### config.mk
export PLATFORM = sky130hd
export DESIGN_NAME = stream_alu
export DESIGN_NICKNAME = d
export VERILOG_FILES = /design/src/rtl/salu_pkg.sv /design/src/rtl/salu_rst_sync.sv /design/src/rtl/salu_cla.sv /design/src/rtl/salu_cmp.sv /design/src/rtl/salu_shift.sv /design/src/rtl/stream_alu.sv
export SDC_FILE = /design/constraint.sdc
export NUM_CORES = 1
export LEC_CHECK = 0
export BUFFER_PORTS_ARGS = -buffer_cell sky130_fd_sc_hd__buf_4
export CAP_MARGIN = 10
export CORE_UTILIZATION = 56
export CTS_CLUSTER_SIZE = 12
export DETAILED_ROUTE_END_ITERATION = 6
export PLACE_DENSITY = 0.8
export REMOVE_ABC_BUFFERS = 1
export SLEW_MARGIN = 20
export SYNTH_ARGS = -nofsm -noshare
export SYNTH_HDL_FRONTEND = slang
export SYNTH_SLANG_ARGS = --single-unit
### constraint.sdc
create_clock -name clk -period 3.3 [get_ports clk]
set_input_delay 0.33 -clock clk [delete_from_list [all_inputs] [get_ports clk]]
set_output_delay 0.33 -clock clk [all_outputs]
set_load 0.03 [all_outputs]
### src/rtl/salu_pkg.sv
package salu_pkg;

  localparam int unsigned DATA_W  = 32;
  localparam int unsigned OP_W    = 4;
  localparam int unsigned GROUP_W = 4;

  typedef enum logic [OP_W-1:0] {
    OP_ADD = 4'd0,
    OP_SUB = 4'd1,
    OP_ABS = 4'd2,
    OP_AND = 4'd3,
    OP_OR  = 4'd4,
    OP_XOR = 4'd5,
    OP_NOT = 4'd6,
    OP_SLL = 4'd7,
    OP_SRL = 4'd8,
    OP_SRA = 4'd9,
    OP_LT  = 4'd10,
    OP_GT  = 4'd11,
    OP_EQ  = 4'd12
  } salu_op_e;

endpackage

### src/rtl/salu_rst_sync.sv
module salu_rst_sync #(
  parameter int unsigned STAGES = 2
) (
  input  logic clk,
  input  logic rst_n,
  output logic rst_sync_n
);

  logic [STAGES-1:0] chain_q;
  logic [STAGES-1:0] chain_d;

  always_comb begin
    chain_d = {chain_q[STAGES-2:0], 1'b1};
  end

  always_ff @(posedge clk or negedge rst_n) begin
    if (!rst_n) chain_q <= '0;
    else        chain_q <= chain_d;
  end

  assign rst_sync_n = chain_q[STAGES-1];

endmodule

### src/rtl/salu_cla.sv
// Two-level carry-lookahead adder: group generate/propagate terms feed a
// group carry chain, and each bit carry is looked ahead from its group entry.
module salu_cla #(
  parameter int unsigned W  = 32,
  parameter int unsigned GW = 4
) (
  input  logic [W-1:0] a,
  input  logic [W-1:0] b,
  input  logic         cin,
  output logic [W-1:0] sum
);

  localparam int unsigned NG = W / GW;

  logic [W-1:0]  gen_b;
  logic [W-1:0]  prop_b;
  logic [NG-1:0] grp_gen;
  logic [NG-1:0] grp_prop;
  logic [W-1:0]  carry;

  assign gen_b  = a & b;
  assign prop_b = a ^ b;

  always_comb begin
    logic gg;
    logic pp;
    for (int j = 0; j < NG; j++) begin
      gg = 1'b0;
      pp = 1'b1;
      for (int k = 0; k < GW; k++) begin
        gg = gen_b[j*GW+k] | (prop_b[j*GW+k] & gg);
        pp = pp & prop_b[j*GW+k];
      end
      grp_gen[j]  = gg;
      grp_prop[j] = pp;
    end
  end

  always_comb begin
    logic entry;
    logic la;
    entry = cin;
    for (int j = 0; j < NG; j++) begin
      for (int k = 0; k < GW; k++) begin
        la = entry;
        for (int m = 0; m < k; m++) begin
          la = gen_b[j*GW+m] | (prop_b[j*GW+m] & la);
        end
        carry[j*GW+k] = la;
      end
      entry = grp_gen[j] | (grp_prop[j] & entry);
    end
  end

  assign sum = prop_b ^ carry;

endmodule

### src/rtl/salu_cmp.sv
// Signed magnitude comparator built on its own lookahead subtractor.
module salu_cmp #(
  parameter int unsigned W  = 32,
  parameter int unsigned GW = 4
) (
  input  logic [W-1:0] a,
  input  logic [W-1:0] b,
  output logic         lt,
  output logic         gt,
  output logic         eq
);

  logic [W-1:0] diff;
  logic         ovf;

  salu_cla #(.W(W), .GW(GW)) u_sub (
    .a   (a),
    .b   (~b),
    .cin (1'b1),
    .sum (diff)
  );

  assign ovf = (a[W-1] ^ b[W-1]) & (diff[W-1] ^ a[W-1]);
  assign eq  = ~|diff;
  assign lt  = diff[W-1] ^ ovf;
  assign gt  = ~lt & ~eq;

endmodule

### src/rtl/salu_shift.sv
// Logarithmic shifter. Left shifts reuse the right-shift stages through bit
// reversal on input and output.
module salu_shift #(
  parameter int unsigned W  = 32,
  parameter int unsigned SW = $clog2(W)
) (
  input  logic [W-1:0]  din,
  input  logic [SW-1:0] amt,
  input  logic          left,
  input  logic          arith,
  output logic [W-1:0]  dout
);

  logic [W-1:0] din_rev;
  logic [W-1:0] rin;
  logic [W-1:0] rout;
  logic [W-1:0] rout_rev;
  logic         fill;

  for (genvar i = 0; i < W; i++) begin : g_rev
    assign din_rev[i]  = din[W-1-i];
    assign rout_rev[i] = rout[W-1-i];
  end

  assign rin  = left ? din_rev : din;
  assign fill = arith & ~left & din[W-1];

  for (genvar s = 0; s < SW; s++) begin : g_stg
    localparam int unsigned SH = 1 << s;
    logic [W-1:0] q;
    if (s == 0) begin : g_first
      assign q = amt[s] ? {{SH{fill}}, rin[W-1:SH]} : rin;
    end else begin : g_next
      assign q = amt[s] ? {{SH{fill}}, g_stg[s-1].q[W-1:SH]} : g_stg[s-1].q;
    end
  end

  assign rout = g_stg[SW-1].q;
  assign dout = left ? rout_rev : rout;

endmodule

### src/rtl/stream_alu.sv
module stream_alu
  import salu_pkg::*;
(
  input  logic        clk,
  input  logic        rst_n,
  input  logic        in_valid,
  input  logic [3:0]  in_op,
  input  logic [31:0] in_a,
  input  logic [31:0] in_b,
  output logic        out_valid,
  output logic [31:0] out_result
);

  localparam int unsigned SHW = $clog2(DATA_W);

  logic rst_sync_n;

  salu_rst_sync #(.STAGES(2)) u_rst (
    .clk        (clk),
    .rst_n      (rst_n),
    .rst_sync_n (rst_sync_n)
  );

  // Stage 1: issue capture
  logic              s1_vld_q, s1_vld_d;
  salu_op_e          s1_op_q,  s1_op_d;
  logic [DATA_W-1:0] s1_a_q,   s1_a_d;
  logic [DATA_W-1:0] s1_b_q,   s1_b_d;
  logic              s1_en;

  always_comb begin
    s1_en    = in_valid;
    s1_vld_d = in_valid;
    s1_op_d  = salu_op_e'(in_op);
    s1_a_d   = in_a;
    s1_b_d   = in_b;
  end

  always_ff @(posedge clk or negedge rst_sync_n) begin
    if (!rst_sync_n) begin
      s1_vld_q <= 1'b0;
      s1_op_q  <= OP_ADD;
      s1_a_q   <= '0;
      s1_b_q   <= '0;
    end else begin
      s1_vld_q <= s1_vld_d;
      if (s1_en) begin
        s1_op_q <= s1_op_d;
        s1_a_q  <= s1_a_d;
        s1_b_q  <= s1_b_d;
      end
    end
  end

  // Stage 2: evaluate
  logic [DATA_W-1:0] add_x, add_y, add_y_eff, add_sum;
  logic              add_sub;

  always_comb begin
    add_x   = s1_a_q;
    add_y   = s1_b_q;
    add_sub = 1'b0;
    unique case (s1_op_q)
      OP_SUB: add_sub = 1'b1;
      OP_ABS: begin
        add_x   = '0;
        add_y   = s1_a_q;
        add_sub = s1_a_q[DATA_W-1];
      end
      default: add_sub = 1'b0;
    endcase
    add_y_eff = add_sub ? ~add_y : add_y;
  end

  salu_cla #(.W(DATA_W), .GW(GROUP_W)) u_add (
    .a   (add_x),
    .b   (add_y_eff),
    .cin (add_sub),
    .sum (add_sum)
  );

  logic cmp_lt, cmp_gt, cmp_eq;

  salu_cmp #(.W(DATA_W), .GW(GROUP_W)) u_cmp (
    .a  (s1_a_q),
    .b  (s1_b_q),
    .lt (cmp_lt),
    .gt (cmp_gt),
    .eq (cmp_eq)
  );

  logic [DATA_W-1:0] shf_out;
  logic              shf_left, shf_arith;

  assign shf_left  = (s1_op_q == OP_SLL);
  assign shf_arith = (s1_op_q == OP_SRA);

  salu_shift #(.W(DATA_W), .SW(SHW)) u_shf (
    .din   (s1_a_q),
    .amt   (s1_b_q[SHW-1:0]),
    .left  (shf_left),
    .arith (shf_arith),
    .dout  (shf_out)
  );

  logic              s2_vld_q, s2_vld_d;
  logic [DATA_W-1:0] s2_res_q, s2_res_d;
  logic              s2_en;

  always_comb begin
    s2_en    = s1_vld_q;
    s2_vld_d = s1_vld_q;
    case (s1_op_q)
      OP_ADD, OP_SUB, OP_ABS: s2_res_d = add_sum;
      OP_AND: s2_res_d = s1_a_q & s1_b_q;
      OP_OR:  s2_res_d = s1_a_q | s1_b_q;
      OP_XOR: s2_res_d = s1_a_q ^ s1_b_q;
      OP_NOT: s2_res_d = ~s1_a_q;
      OP_SLL, OP_SRL, OP_SRA: s2_res_d = shf_out;
      OP_LT:  s2_res_d = {{(DATA_W-1){1'b0}}, cmp_lt};
      OP_GT:  s2_res_d = {{(DATA_W-1){1'b0}}, cmp_gt};
      OP_EQ:  s2_res_d = {{(DATA_W-1){1'b0}}, cmp_eq};
      default: s2_res_d = '0;
    endcase
  end

  always_ff @(posedge clk or negedge rst_sync_n) begin
    if (!rst_sync_n) begin
      s2_vld_q <= 1'b0;
      s2_res_q <= '0;
    end else begin
      s2_vld_q <= s2_vld_d;
      if (s2_en) s2_res_q <= s2_res_d;
    end
  end

  assign out_valid  = s2_vld_q;
  assign out_result = s2_res_q;

endmodule

==> results.sh, run 1 <==
export IMPL_yosys_warnings=0
export IMPL_synth_edff_count=0
export IMPL_die_area_sq_mm=0.0211
export IMPL_seqPwrFrac=0.228
export IMPL_p_comb_frac=0.619
export IMPL_firstDrtPassIters=6
export IMPL_clkPwrFrac=0.153
export IMPL_crit_slowest_cell="dfrtp_1"
export IMPL_htree_levels=3
export IMPL_p_switching_mw=3.18
export IMPL_clkLatencyLatePin_ns=0.36
export IMPL_worstSetupEndpointType="flop"
export IMPL_min_period_ns=5.53
export IMPL_fin_nets=1920
export IMPL_relSlewSlack=0.321
export IMPL_crit_start="s1_op_q[1]$_DFFE_PN0P_"
export IMPL_yosys_most_used_dff="dfrtp_1"
export IMPL_violations="negative setup slack"
export IMPL_path_cells="buf_6, and3b_2, o21a_4, buf_6, buf_6, xnor2_2, ha_1, a21o_1, a21oi_2, inv_2, o311ai_4, a21oi_1, or2_1, a211o_1, fa_2, fa_2, fa_2, xnor2_2, o22ai_1, a21oi_1, o211ai_1, a222oi_1, o31ai_1"
export IMPL_gp_congestion=1.06
export IMPL_finalWirelength_mm=48.8
export IMPL_postPlaceCellArea_sq_mm=0.0145
export IMPL_regArea_sq_mm=0.00261
export IMPL_rsz0062_at_grt="true"
export IMPL_placement_io_buffers=103
export IMPL_cts_made_buffers=9
export IMPL_crit_type="flop to flop"
export IMPL_p_sw_frac=0.447
export IMPL_syn_to_final_growth_pct=36.9
export IMPL_n_antenna_cell=0
export IMPL_ant_nets=0
export IMPL_min_from="in_b[30]"
export IMPL_cts_tree="built"
export IMPL_grt_pass1_wl_mm=72.8
export IMPL_setup_tns_ns=-40.12
export IMPL_tightest_slew_ns=1.02
export IMPL_skew_ns=0.00950
export IMPL_min_path_type="input port to flop"
export IMPL_drc_errors=0
export IMPL_via_per_inst=6.58
export IMPL_avgSynthCellArea_sq_um=8.60
export IMPL_grt_overflow=0
export IMPL_hold_viol=0
export IMPL_status="complete, but fails checks"
export IMPL_layout_drive_gt1_share=0.358
export IMPL_via_count=12882
export IMPL_initial_core_util=0.570
export IMPL_ys_types=70
export IMPL_p_int_mw=3.94
export IMPL_place_inst=1915
export IMPL_timing_hold_ws_ns=0.166
export IMPL_synthCells=1338
export IMPL_cts_sinks=104
export IMPL_yosysSeqAreaShare=0.226
export IMPL_ir_drop_mv=0.289
export IMPL_setup_viol=30
export IMPL_grt_pass1_vias=12655
export IMPL_instances_no_fill=1957
export IMPL_final_util=0.781
export IMPL_synth_seq_cells=104
export IMPL_fill_cells=1326
export IMPL_r2r_start="s1_op_q[1]$_DFFE_PN0P_"
export IMPL_core_sq_mm=0.0202
export IMPL_routedWlPerCell_um=24.9
export IMPL_hpwl_mm=35.6
export IMPL_ios=104
export IMPL_clockRootBuffer="clkbuf_16"
export IMPL_worst_slack_ns=-2.23
export IMPL_critPathRequiredTime_ns=3.54
export IMPL_min_period_over_period=1.67
export IMPL_max_freq_mhz=181
export IMPL_p_per_area_mw_per_mm2=452
export IMPL_cp_start_kind="flop"
export IMPL_syn_area_sq_mm=0.0115
export IMPL_grt_antenna_before_repair=0
export IMPL_path_max_fanout=7
export IMPL_row_count=52
export IMPL_dieHeight_um=145
export IMPL_grt_max_degree=103
export IMPL_design_area_sq_mm=0.0158
export IMPL_multi_input_area_sq_mm=0.00899
export IMPL_first_iter_violations=1616
export IMPL_leakage_nw=7.39
export IMPL_synth_async_sr_flop_share=1.00
export IMPL_drv_slew=0
export IMPL_grt_use_total=0.452
export IMPL_slowest_delay_ns=0.42
export IMPL_clockBufferDepth=2
export IMPL_cap_violations=0
export IMPL_dieWidth_um=145
export IMPL_cts_clk_slew_worst_paths_ns=0.08
export IMPL_worstPathArrival_ns=5.77
## registers in the layout, summed over array words and instances (netlist names)
register / cells
u_rst.chain_q: 2
out_result: 32
s1_op_q: 4
s1_a_q: 32
s1_vld_q: 1
out_valid: 1
s1_b_q: 32
## path summary, 6_finish.rpt
path,end,slack [ns],cells after the start
max,out_result[27]$_DFFE_PN0P_,-2.23,23
min,s1_b_q[30]$_DFFE_PN0P_,0.17,3
max reg2reg,out_result[27]$_DFFE_PN0P_,-2.23,23
min reg2reg,u_rst.chain_q[1]$_DFF_PN0_,0.36,0
max in group asynchronous,out_result[21]$_DFFE_PN0P_,2.14,1
min in group asynchronous,u_rst.chain_q[1]$_DFF_PN0_,0.28,2
## critical path, delay by kind of cell, from the launching register on
| family | cells | cell delay (ns) |
|---|---|---|
| AND/OR/NAND/NOR | 2 | 0.47 |
| XOR/XNOR | 2 | 0.31 |
| buffers and inverters | 4 | 0.51 |
| AO/OA/AOI/OAI | 11 | 2.25 |
| flip-flops | 1 | 0.42 |
| adder cells (fa/ha/maj) | 4 | 1.42 |
## repair_timing
item,in CTS,in global routing
hold buffers,1,0
gates resized for setup,115,45
endpoints found under the hold margin,2,0
pin swaps,86,43
setup buffers,13,12
endpoints found under the setup margin,31,32
cloned,2,2
## cells by family (layout without fill, tap and decap cells)
group	Yosys count	in the layout	share of synthesized area
buffers and inverters	162	509	0.0549
and+or+nand+nor	377	378	0.139
adders and majority gates	167	167	0.212
muxes	86	86	0.111
DFF	104	104	0.226
other	1	1	0.000326
AOI/OAI and AO/OA	392	393	0.219
xor gates and xnor gates	49	49	0.0373
## cell usage in the layout (no fill, tap or decap), types with 8 or more instances in the layout
cell and instances:
clkbuf_16 11, ha_1 117, fa_1 22, a221oi_1 11, dfrtp_1 103, nand2_1 155
nand4_1 8, mux4_2 33, o21ai_1 17, a31oi_1 8, nor3_1 12, a211o_1 8
xnor2_1 29, nand3_1 10, o221ai_1 13, inv_1 70, buf_4 398, inv_2 8
a21oi_1 91, a21oi_2 15, xor2_1 9, xnor2_2 11, o21ai_0 80, o22ai_1 21
fa_2 24, nor2_1 136, o211ai_1 12, a221o_1 10, mux2i_1 48
## through the flow
stage               worst slack, ns  power [mW]
floorplan                     -3.63        3.69
global placement              -2.72        5.36
detailed placement            -2.96        5.43
CTS                           -2.20        6.77
global route                  -2.34        7.40
finish                        -2.23        7.12
## power groups by stage
stage	logic (mW)	registers, mW	clock network (mW)
6_report	4.41	1.62	1.09
4_1_cts	4.07	1.61	1.09
3_5_place_dp	3.80	1.63	0
2_1_floorplan	1.79	1.90	0
3_3_place_gp	3.74	1.62	0
5_1_grt	4.64	1.63	1.13
## cells in the mapped netlist (all sizes together) (9+ instances only)
cell	number	area (sq um)
buf	26	121
inv	78	293
mux2i	48	480
o211ai	12	90.1
o221ai	16	140
nand3	10	50.1
ha	121	1510
xor2	9	78.8
mux4	33	743
o22ai	25	156
nor2	142	533
dfrtp	104	2600
a221oi	20	175
xnor2	40	350
clkbuf	57	214
fa	46	921
a21oi	107	536
nor3	17	85.1
a31oi	10	62.6
a211o	9	78.8
a221o	10	100
nand2	157	589
o21ai	102	510
a211oi	11	87.6
## routing by layer
layer | vias to the layer above | wire length [um] | GRT usage
met5 | - | 0 | 0
met3 | 271 | 5350 | 0.105
met4 | 0 | 3250 | 0.237
met1 | 6157 | 18000 | 0.567
met2 | 952 | 22100 | 0.729
li1 | 5502 | - | -
## cell type report
| class | instances | share of cell area |
|---|---|---|
| multi-input combinational | 1074 | 0.571 |
| sequential | 104 | 0.165 |
| tap | 270 | 0.0214 |
| inverter | 79 | 0.0189 |
| clock inverter | 4 | 0.00191 |
| timing repair buffer | 414 | 0.206 |
| clock buffer | 12 | 0.0156 |
Power figures use the tool's default switching activity.
==> run 2: changes to the inputs <==
--- a/config.mk
+++ b/config.mk
@@ -7,11 +7,13 @@
 export LEC_CHECK = 0
 export BUFFER_PORTS_ARGS = -buffer_cell sky130_fd_sc_hd__buf_4
 export CAP_MARGIN = 10
+export CORE_MARGIN = 5
 export CORE_UTILIZATION = 56
 export CTS_CLUSTER_SIZE = 12
 export DETAILED_ROUTE_END_ITERATION = 6
 export PLACE_DENSITY = 0.8
 export REMOVE_ABC_BUFFERS = 1
+export SKIP_CTS_REPAIR_TIMING = 1
 export SLEW_MARGIN = 20
 export SYNTH_ARGS = -nofsm -noshare
 export SYNTH_HDL_FRONTEND = slang
==> run 2 against run 1 <==
The flow still finishes with violations (negative setup slack). Setup slack lost 0.14 ns. Global-route usage decreased by 5.8 points. Utilization up 0.91 points. Final area up 1.5%. Clock skew up 0.0044 ns. Total power increased by 3.9%. Die area rose by 11%. Worst hold slack worse by 0.0064 ns. Via count is 1.9% higher. Sequential power barely moved. Critical path type unchanged. Critical endpoint unchanged. Largest cell class unchanged. Largest power group unchanged.
==> results.sh, run 2 (synthesis gave the netlist of run 1 again) <==
export IMPL_status="complete, but fails checks"
export IMPL_violations="negative setup slack"
export IMPL_final_util=0.790
export IMPL_crit_type="flop to flop"
export IMPL_r2r_cells=25
export IMPL_via_count=13121
export IMPL_met2_usage=0.650
export IMPL_leakage_nw=7.42
export IMPL_finalWirelength_mm=51.7
export IMPL_clkLatencyLatePin_ns=0.38
export IMPL_worstPathArrival_ns=5.92
export IMPL_seqPwrFrac=0.218
export IMPL_ant_nets=0
export IMPL_top_usage_layer="met2"
export IMPL_drv_slew=0
export IMPL_core_sq_mm=0.0202
export IMPL_grt_overflow=0
export IMPL_dieHeight_um=153
export IMPL_cp_top_family="compound AO/OA/AOI/OAI gates"
export IMPL_mostFrequentLayoutCell="buf_4"
export IMPL_drc_errors=0
export IMPL_timing_hold_ws_ns=0.159
export IMPL_ios=104
export IMPL_layout_drive_gt1_share=0.372
export IMPL_grt_pass1_vias=12718
export IMPL_p_int_mw=4.08
export IMPL_htree_levels=3
export IMPL_firstDrtPassIters=6
export IMPL_min_path_type="input port to flop"
export IMPL_cp_start_kind="flop"
export IMPL_dp_slack_ns=-2.81
export IMPL_multi_input_area_sq_mm=0.00915
export IMPL_first_iter_violations=1715
export IMPL_grt_use_total=0.394
export IMPL_grt_antenna_before_repair=0
export IMPL_crit_slowest_cell="dfrtp_2"
export IMPL_relSlewSlack=0.294
export IMPL_clockBufferDepth=2
export IMPL_min_period_over_period=1.72
export IMPL_grt_pass1_wl_mm=72.4
export IMPL_dieWidth_um=153
export IMPL_worst_slack_ns=-2.37
export IMPL_die_area_sq_mm=0.0235
export IMPL_fin_nets=1922
export IMPL_met3_usage=0.116
export IMPL_p_comb_frac=0.618
export IMPL_grtUsageMet1=0.483
export IMPL_max_freq_mhz=176
export IMPL_cts_made_buffers=9
export IMPL_routedWlPerCell_um=26.4
export IMPL_placement_io_buffers=103
export IMPL_r2r_start="s1_op_q[0]$_DFFE_PN0P_"
export IMPL_hpwl_mm=36.7
export IMPL_row_count=52
export IMPL_finalPower_mw=7.40
export IMPL_p_switching_mw=3.32
export IMPL_slowest_delay_ns=0.46
export IMPL_grt_max_degree=116
export IMPL_syn_to_final_growth_pct=38.9
export IMPL_cts_tree="built"
export IMPL_worstSetupEndpointType="flop"
export IMPL_fill_cells=1232
export IMPL_initial_core_util=0.569
export IMPL_hold_viol=0
export IMPL_cts_sinks=104
export IMPL_n_antenna_cell=0
export IMPL_min_from="in_op[2]"
export IMPL_regArea_sq_mm=0.00261
export IMPL_setup_viol=29
export IMPL_via_per_inst=6.70
export IMPL_crit_buf_inv=2
export IMPL_r2r_end="out_result[27]$_DFFE_PN0P_"
export IMPL_rsz0062_at_grt="true"
export IMPL_worst_path_stages=25
export IMPL_path_max_fanout=6
export IMPL_holdPathStages=3
export IMPL_ir_drop_mv=0.346
export IMPL_p_sw_frac=0.448
export IMPL_critPathRequiredTime_ns=3.55
export IMPL_clockRootBuffer="clkbuf_16"
export IMPL_p_per_area_mw_per_mm2=463
export IMPL_clkPwrFrac=0.164
export IMPL_min_period_ns=5.67
export IMPL_cap_violations=0
export IMPL_r2r_setup_slack_ns=-2.37
export IMPL_skew_ns=0.0139
export IMPL_gp_congestion=1.04
export IMPL_hold_end="s1_op_q[2]$_DFFE_PN0P_"
export IMPL_cts_clk_slew_worst_paths_ns=0.09
export IMPL_tightest_slew_ns=1.06
export IMPL_cpMostUsedCell="fa_2"
export IMPL_layout_common_cells="buf_4, nand2_1, nor2_1"
run 2: changes by cell type in the layout (fill, tap and decap cells not counted), moves of 3 or more:
| cell | change |
|---|---|
| xnor2_4 | +3 |
| ha_1 | -5 |
| a21oi_4 | +7 |
| a21oi_2 | +9 |
| o21ai_1 | -3 |
| a21oi_1 | -16 |
| xnor2_2 | -4 |
| o21ai_0 | +3 |
| ha_4 | +4 |
run 2: layout make-up:
type | count | share of cell area
clock buffer | 10 | 0.0149
timing repair buffer | 418 | 0.205
sequential | 104 | 0.163
multi-input combinational | 1072 | 0.573
clock inverter | 6 | 0.00477
tap | 270 | 0.0211
inverter | 79 | 0.0186
run 2: how the worst max path moves through the flow:
stage | slack (ns) | endpoint | start
final | -2.37 | out_result[27]$_DFFE_PN0P_ | s1_op_q[0]$_DFFE_PN0P_
after floorplan | -3.63 | out_result[27]$_DFFE_PN0P_ | s1_op_q[3]$_DFFE_PN0P_
after global placement | -2.54 | out_result[31]$_DFFE_PN0P_ | s1_op_q[1]$_DFFE_PN0P_
after CTS | -2.87 | out_result[27]$_DFFE_PN0P_ | s1_op_q[1]$_DFFE_PN0P_
after global routing | -2.48 | out_result[27]$_DFFE_PN0P_ | s1_op_q[0]$_DFFE_PN0P_
after detailed placement | -2.81 | out_result[27]$_DFFE_PN0P_ | s1_op_q[0]$_DFFE_PN0P_
run 2: power groups by stage:
| stage | combinational [mW] | sequential (mW) | clock, mW |
|---|---|---|---|
| global placement | 3.78 | 1.61 | 0 |
| detailed placement | 3.85 | 1.62 | 0 |
| finish | 4.57 | 1.62 | 1.21 |
| CTS | 3.88 | 1.59 | 1.21 |
| global route | 4.81 | 1.63 | 1.27 |
| floorplan | 1.79 | 1.90 | 0 |
run 2: per-stage QoR:
stage / instances / setup TNS [ns] / instance area, sq um
floorplan: 1255 / -81.19 / 11200
global placement: 1921 / -45.09 / 14600
detailed placement: 1921 / -50.24 / 14600
CTS: 1937 / -51.24 / 14900
global route: 1959 / -45.23 / 16000
finish: 1959 / -42.38 / 16000
run 2: worst min-delay path: stages:
cell     delay (ns)
buf_4          0.08
nand2_1        0.04
o21ai_0        0.06
run 2: per-layer routing:
metal	share of wire	wire, um	vias to the layer above
met5	0	0	-
li1	-	-	5521
met2	0.46	23900	1006
met3	0.12	6100	316
met4	0.072	3750	0
met1	0.35	18000	6278
